[config.mk]
export PLATFORM = sky130hd
export DESIGN_NAME = spi_cmd_engine
export DESIGN_NICKNAME = d
export VERILOG_FILES = /design/src/rtl/spi_cmd_pkg.sv /design/src/rtl/spi_cmd_fifo.sv /design/src/rtl/spi_cmd_shifter.sv /design/src/rtl/spi_cmd_engine.sv
export SDC_FILE = /design/constraint.sdc
export NUM_CORES = 1
export LEC_CHECK = 0
export CORE_MARGIN = 10
export CORE_UTILIZATION = 50
export CTS_BUF_LIST = sky130_fd_sc_hd__clkbuf_8
export CTS_CLUSTER_SIZE = 24
export DETAILED_ROUTE_END_ITERATION = 8
export GPL_TIMING_DRIVEN = 0
export PLACE_DENSITY_LB_ADDON = 0.1
export REMOVE_ABC_BUFFERS = 1
export SYNTH_ARGS = -nofsm -noshare
export SYNTH_HDL_FRONTEND = slang
export SYNTH_SLANG_ARGS = --single-unit
export TNS_END_PERCENT = 1
[constraint.sdc]
create_clock -name clk -period 6.5 [get_ports clk]
set_clock_uncertainty 0.2 [all_clocks]
set_input_delay 1.3 -clock clk [delete_from_list [all_inputs] [get_ports clk]]
set_output_delay 1.3 -clock clk [all_outputs]
set_load 0.01 [all_outputs]
[src/rtl/spi_cmd_pkg.sv]
package spi_cmd_pkg;

  typedef enum logic [1:0] {ENG_IDLE, ENG_RUN, ENG_TAIL} eng_state_t;

  // Bytes in one frame; with no payload the response count covers the opcode slot.
  function automatic logic [4:0] frame_len(input logic [3:0] tx, input logic [3:0] rx);
    if (tx == 4'd0) return (rx == 4'd0) ? 5'd1 : {1'b0, rx};
    return 5'd1 + {1'b0, tx} + {1'b0, rx};
  endfunction

  // Whether the byte sampled during a slot is kept in the buffer.
  function automatic logic rx_keep(input logic [3:0] tx, input logic [4:0] slot);
    return (tx == 4'd0) || (slot > {1'b0, tx});
  endfunction

  // Buffer entry for the byte sampled during a slot.
  function automatic logic [4:0] rx_index(input logic [3:0] tx, input logic [4:0] slot);
    return (tx == 4'd0) ? slot : slot - 5'd1;
  endfunction

endpackage

[src/rtl/spi_cmd_fifo.sv]
module spi_cmd_fifo #(
  parameter int unsigned DEPTH = 8,
  localparam int unsigned AW = $clog2(DEPTH)
) (
  input  logic          clk,
  input  logic          rst_n,
  input  logic          we,
  input  logic [AW-1:0] waddr,
  input  logic [7:0]    wdata,
  input  logic [AW-1:0] raddr_a,
  input  logic [AW-1:0] raddr_b,
  output logic [7:0]    rdata_a,
  output logic [7:0]    rdata_b
);
  logic [7:0] mem [DEPTH];

  for (genvar i = 0; i < DEPTH; i++) begin : g_entry
    always_ff @(posedge clk or negedge rst_n) begin
      if (!rst_n) mem[i] <= 8'h00;
      else if (we && waddr == AW'(i)) mem[i] <= wdata;
    end
  end

  assign rdata_a = mem[raddr_a];
  assign rdata_b = mem[raddr_b];
endmodule

[src/rtl/spi_cmd_shifter.sv]
module spi_cmd_shifter
  import spi_cmd_pkg::*;
#(
  parameter int unsigned DIV = 4
) (
  input  logic       clk,
  input  logic       rst_n,
  input  logic       start,
  input  logic [4:0] len,
  input  logic [7:0] first_byte,
  input  logic [7:0] tx_next,
  output logic [4:0] slot,
  output logic       byte_done,
  output logic [7:0] rx_byte,
  output logic       busy,
  output logic       sclk,
  output logic       cs_n,
  output logic       mosi,
  input  logic       miso
);
  localparam int unsigned HALF = DIV / 2;
  localparam int unsigned CW = $clog2(DIV) + 1;

  eng_state_t   state;
  logic [CW-1:0] div_cnt;
  logic [2:0]   bit_cnt;
  logic [7:0]   tx_sh, rx_sh;
  logic         half_tick, tail_done;

  assign half_tick = (state == ENG_RUN) && (div_cnt == CW'(HALF - 1));
  assign tail_done = (state == ENG_TAIL) && (div_cnt == CW'(DIV - 1));
  assign byte_done = half_tick && sclk && (bit_cnt == 3'd0);
  assign rx_byte   = rx_sh;
  assign busy      = (state != ENG_IDLE);
  assign cs_n      = (state == ENG_IDLE);
  assign mosi      = (state == ENG_RUN) ? tx_sh[7] : 1'b0;

  always_ff @(posedge clk or negedge rst_n) begin
    if (!rst_n) begin
      state <= ENG_IDLE; div_cnt <= '0; bit_cnt <= 3'd7;
      tx_sh <= 8'h00; rx_sh <= 8'h00; sclk <= 1'b0; slot <= 5'd0;
    end else begin
      case (state)
        ENG_IDLE: if (start) begin
          state <= ENG_RUN; div_cnt <= '0; bit_cnt <= 3'd7;
          tx_sh <= first_byte; sclk <= 1'b0; slot <= 5'd0;
        end
        ENG_RUN: begin
          if (half_tick) begin
            div_cnt <= '0;
            sclk    <= ~sclk;
            if (!sclk) rx_sh <= {rx_sh[6:0], miso};
            else if (bit_cnt == 3'd0) begin
              bit_cnt <= 3'd7;
              slot    <= slot + 5'd1;
              tx_sh   <= tx_next;
              if (slot + 5'd1 == len) state <= ENG_TAIL;
            end else begin
              bit_cnt <= bit_cnt - 3'd1;
              tx_sh   <= {tx_sh[6:0], 1'b0};
            end
          end else div_cnt <= div_cnt + CW'(1);
        end
        ENG_TAIL: begin
          if (tail_done) begin state <= ENG_IDLE; div_cnt <= '0; end
          else div_cnt <= div_cnt + CW'(1);
        end
        default: state <= ENG_IDLE;
      endcase
    end
  end
endmodule

[src/rtl/spi_cmd_engine.sv]
module spi_cmd_engine
  import spi_cmd_pkg::*;
#(
  parameter int unsigned DEPTH = 8,
  parameter int unsigned DIV   = 4
) (
  input  logic       clk,
  input  logic       rst_n,
  input  logic       reg_wr,
  input  logic       reg_rd,
  input  logic [3:0] reg_addr,
  input  logic [7:0] reg_wdata,
  output logic [7:0] reg_rdata,
  output logic       sclk,
  output logic       cs_n,
  output logic       mosi,
  input  logic       miso
);
  localparam int unsigned AW = $clog2(DEPTH);
  localparam logic [3:0] A_OPC = 4'h0, A_CNT = 4'h1, A_CTL = 4'h2,
                         A_STS = 4'h3, A_DAT = 4'hC, A_PTR = 4'hD;

  logic [7:0]    opcode_q, count_q;
  logic [AW-1:0] ptr;
  logic          busy, start_evt, ptr_rst_evt, fifo_wr, fifo_rd, fifo_acc;
  logic          opcode_wr_try, eng_store, byte_done;
  logic [4:0]    slot, next_slot, store_idx;
  logic [7:0]    rx_byte, port_rdata, eng_rdata, tx_next;
  logic [3:0]    tx_cnt, rx_cnt;

  assign tx_cnt        = count_q[3:0];
  assign rx_cnt        = count_q[7:4];
  assign opcode_wr_try = reg_wr && (reg_addr == A_OPC);
  assign start_evt     = reg_wr && (reg_addr == A_CTL) && reg_wdata[0] && !busy;
  assign ptr_rst_evt   = reg_wr && (reg_addr == A_CTL) && reg_wdata[4];
  assign fifo_wr       = reg_wr && (reg_addr == A_DAT) && !busy;
  assign fifo_rd       = reg_rd && (reg_addr == A_DAT);
  assign fifo_acc      = fifo_wr || fifo_rd;
  assign eng_store     = byte_done && rx_keep(tx_cnt, slot);
  assign store_idx     = rx_index(tx_cnt, slot);
  assign next_slot     = slot + 5'd1;
  assign tx_next       = (next_slot <= {1'b0, tx_cnt}) ? eng_rdata : 8'h00;

  always_ff @(posedge clk or negedge rst_n) begin
    if (!rst_n) begin
      opcode_q <= 8'h00; count_q <= 8'h00; ptr <= '0;
    end else begin
      if (opcode_wr_try && !busy) opcode_q <= reg_wdata;
      if (reg_wr && reg_addr == A_CNT && !busy) count_q <= reg_wdata;
      if (ptr_rst_evt) ptr <= '0;
      else if (fifo_acc) ptr <= ptr + AW'(1);
    end
  end

  spi_cmd_fifo #(.DEPTH(DEPTH)) u_fifo (
    .clk(clk), .rst_n(rst_n),
    .we(eng_store || fifo_wr),
    .waddr(eng_store ? store_idx[AW-1:0] : ptr),
    .wdata(eng_store ? rx_byte : reg_wdata),
    .raddr_a(ptr), .raddr_b(slot[AW-1:0]),
    .rdata_a(port_rdata), .rdata_b(eng_rdata)
  );

  spi_cmd_shifter #(.DIV(DIV)) u_shift (
    .clk(clk), .rst_n(rst_n), .start(start_evt),
    .len(frame_len(tx_cnt, rx_cnt)), .first_byte(opcode_q), .tx_next(tx_next),
    .slot(slot), .byte_done(byte_done), .rx_byte(rx_byte), .busy(busy),
    .sclk(sclk), .cs_n(cs_n), .mosi(mosi), .miso(miso)
  );

  always_comb begin
    case (reg_addr)
      A_OPC:   reg_rdata = opcode_q;
      A_CNT:   reg_rdata = count_q;
      A_CTL:   reg_rdata = {7'd0, busy};
      A_STS:   reg_rdata = {busy, 7'd0};
      A_DAT:   reg_rdata = port_rdata;
      A_PTR:   reg_rdata = 8'(ptr);
      default: reg_rdata = 8'h00;
    endcase
  end
endmodule

==> impl_metrics.py <==
metrics = {
    "global_routing": {
        "globalRouteTotalUtil_pct": 23.80,
        "overflow": 0,
        "antenna_found_initial": 0,
        "grt_pass1_vias": 6267,
        "grt_start_max_net_pins": 73,
        "grt_pass1_wl_um": 36620,
    },
    "finish": {
        "regArea_sq_um": 2834,
        "stdcell_count": 919,
        "final_common_cell": "dfrtp_1",
        "multi_input_area_sq_um": 4234,
        "layout_common_cells": "108 x dfrtp_1, 48 x inv_1, 43 x nand2_1",
        "drive_gt1_share_pct": 18.37,
        "synthToLayoutAreaGrowth_pct": 11.01,
        "antenna_cells": 0,
        "fin_nets": 763,
        "n_fill_cell": 1267,
    },
    "detailed_routing": {
        "via_per_inst": 6.704,
        "vias": 6161,
        "drc": 0,
        "wirelength_um": 23660,
        "route.antenna.remaining_nets": 0,
        "wl_per_cell_um": 25.74,
        "first_pass_iters": 5,
        "first_iter_violations": 509,
    },
    "synthesis": {
        "synth_area_leaders": "dfrtp_1 37%, mux4_2 9.7%, ha_1 3.9%",
        "synth_xor_xnor_area_share_pct": 1.416,
        "ys_types": 82,
        "syn-instance-count": 715,
        "synth-adder-area-share_pct": 4.147,
        "synth_top_family_by_area": "compound AO/OA/AOI/OAI gates",
        "yosys_warnings": 0,
        "avgSynthCellArea_sq_um": 10.38,
        "synthFlopType": "dfrtp_1",
        "netlist_area_sq_um": 7422,
        "synth.top_cell.area_share_pct": 37.09,
        "synth-compound-area-share_pct": 21.71,
        "synthArstFlopShare_pct": 100.0,
        "synth_edf_count": 0,
        "synth_mux_area_share_pct": 13.42,
        "synth_top_area_cell": "dfrtp_1",
        "synth_simple_gate_area_share_pct": 16.15,
        "ys_seq_elements": 113,
        "synth_seq_area_share_pct": 38.15,
    },
    "power_and_ir_drop": {
        "finalPower_uw": 3077,
        "p_per_area_nw_per_um2": 373.4,
        "vdd_ir_drop_max_v": 0.0002117,
        "leakagePower_uw": 0.003399,
    },
    "timing": {
        "tightest_slew_ns": 1.233,
        "finalMaxSlewViolations": 0,
        "fmax_ghz": 0.1959,
        "final.period_utilization_pct": 78.55,
        "slew_headroom_pct": 17.78,
        "setup_viol": 0,
        "fin_crit_ns": 5.106,
        "rsz0062_at_grt": "no",
        "fin_tns_setup_ns": 0,
        "final.setup.worst_slack_ns": 1.394,
        "hold_viol_final": 0,
    },
    "clock_tree": {
        "clockBufferDepth": 2,
        "cts_buffers": 17,
        "htreeDepth": 4,
        "post_cts_buffers": 0,
        "clock_latency_ns": 0.45,
        "ctsHoldBuffers": 0,
        "cts_tree": "built",
        "cts_sinks": 113,
        "clk_pin_slew_ns": 0.06,
        "root_buffer": "clkbuf_8",
        "cts_resized": 0,
    },
    "critical_path": {
        "slowest_stage": "or3b_2",
        "reg2reg_from": "u_shift.slot[1]",
        "r2r_setup_slack_ns": 1.83,
        "worstSetupPathType": "input port to output pin",
        "endpoint_kind": "output pin",
        "r2r_end": "u_fifo.mem[15]",
        "crit_required_ns": 5.00,
        "cp.arrival_ns": 3.61,
        "worstPathMaxFanout": 13,
        "worstRegToRegCells": 7,
        "cpPeakStageDelay_ns": 0.73,
        "crit_path_frequent_cell": "clkdlybuf4s50_1",
        "cp_num_buf_inv": 2,
        "path_cells": "clkdlybuf4s50_1, or3b_2, o21ai_0, clkdlybuf4s50_1",
        "crit_family": "buffers and inverters",
        "crit_path_start_kind": "input port",
    },
    "placed_design": {
        "detailedPlace.worstSlack_ns": 1.368,
        "gp_congestion": 0.8969,
        "dp_cells": 887,
        "numPortBuffers": 27,
        "hpwl_um": 16140,
    },
    "floorplanning": {
        "die_w_um": 141.8,
        "dieArea_sq_um": 20120,
        "start_util_pct": 51.07,
        "fp-row-count": 44,
        "die_y_um": 141.8,
        "coreArea_sq_um": 14530,
        "boundaryPins": 28,
    },
    "run_status": {
        "status": "finished clean",
    },
    "hold_path": {
        "hold_depth": 2,
        "min_to": "opcode_q[4]",
        "min_path_type": "register to register",
        "min-delay-start": "opcode_q[4]",
    },
    "flow_run": {
        "maxCapViolations": 0,
    },
}
final cells by class:
| class | instances | share of cell area, % |
|---|---|---|
| Multi-Input combinational cell | 513 | 51.39 |
| Clock buffer | 19 | 3.174 |
| Sequential cell | 113 | 34.40 |
| Inverter | 46 | 2.096 |
| Tap cell | 184 | 2.794 |
| Clock inverter | 13 | 2.050 |
| Timing Repair Buffer | 31 | 4.100 |
Yosys cell counts (9+ instances only):
| library cell | n |
|---|---|
| dfrtp_1 | 110 |
| nor2_1 | 39 |
| nand3_1 | 12 |
| o21ba_2 | 13 |
| nand2b_1 | 19 |
| mux2i_1 | 23 |
| nor2b_1 | 12 |
| ha_1 | 23 |
| buf_2 | 12 |
| o22ai_1 | 10 |
| a211oi_1 | 19 |
| inv_1 | 46 |
| clkbuf_1 | 19 |
| o21ai_0 | 40 |
| or3_1 | 9 |
| nor3_1 | 32 |
| nand2_1 | 43 |
| mux4_2 | 32 |
| a21oi_1 | 19 |
| o32ai_1 | 14 |
| o221a_2 | 13 |
tightest hold or removal path, stage by stage, from the launching register on:
cell     delay [ns]
dfrtp_1        0.36
nand2_1        0.05
o21ai_0        0.06
sequential cells by signal, indices dropped and copies added (netlist names):
name / flops
count_q: 8
opcode_q: 8
ptr: 3
u_fifo.mem: 64
u_shift.bit_cnt: 3
u_shift.div_cnt: 3
u_shift.rx_byte: 8
u_shift.sclk: 1
u_shift.slot: 5
u_shift.state: 2
u_shift.tx_sh: 8
metrics by stage:
stage	utilization [%]	hold WS [ns]	instance area (sq um)
floorplan	-	0.2631	7223
global placement	53.14	0.2932	7724
detailed placement	53.69	0.2994	7804
CTS	56.65	0.3138	8234
global route	56.69	0.3258	8239
finish	56.69	0.3140	8239
power breakdown:
group | internal [uW] | leakage, uW | switching (uW)
clock network | 432 | 0.000228 | 303
logic | 550 | 0.00172 | 630
registers | 874 | 0.00145 | 289
logic make-up (layout without fill, tap and decap cells):
group,after synthesis,count (layout)
AO/OA/AOI/OAI,205,205
XOR/XNOR,12,12
adder cells (fa/ha/maj),24,24
buffers and inverters,89,109
flip-flops,113,113
multiplexers,58,58
AND/OR/NAND/NOR,214,214
metal layers:
| layer | vias to the layer above | track usage, % | routed length [um] |
|---|---|---|---|
| li1 | 2718 | - | - |
| met1 | 3094 | 29.09 | 9350 |
| met2 | 295 | 38.34 | 11370 |
| met3 | 54 | 7.810 | 2242 |
| met4 | 0 | 8.714 | 697 |
| met5 | - | 0 | 0 |
worst max-delay path by stage:
stage                 from              end  slack, ns  depth (start not counted)
6_report       reg_addr[0]     reg_rdata[0]       1.39                          4
5_1_grt        reg_addr[0]     reg_rdata[0]       1.31                          4
4_1_cts        reg_addr[0]     reg_rdata[0]       1.37                          4
3_5_place_dp   reg_addr[0]     reg_rdata[0]       1.37                          4
3_3_place_gp         rst_n   u_fifo.mem[18]      -0.52                          1
2_1_floorplan  reg_addr[3]  u_shift.slot[2]       2.47                          6
Power figures use the tool's default switching activity.
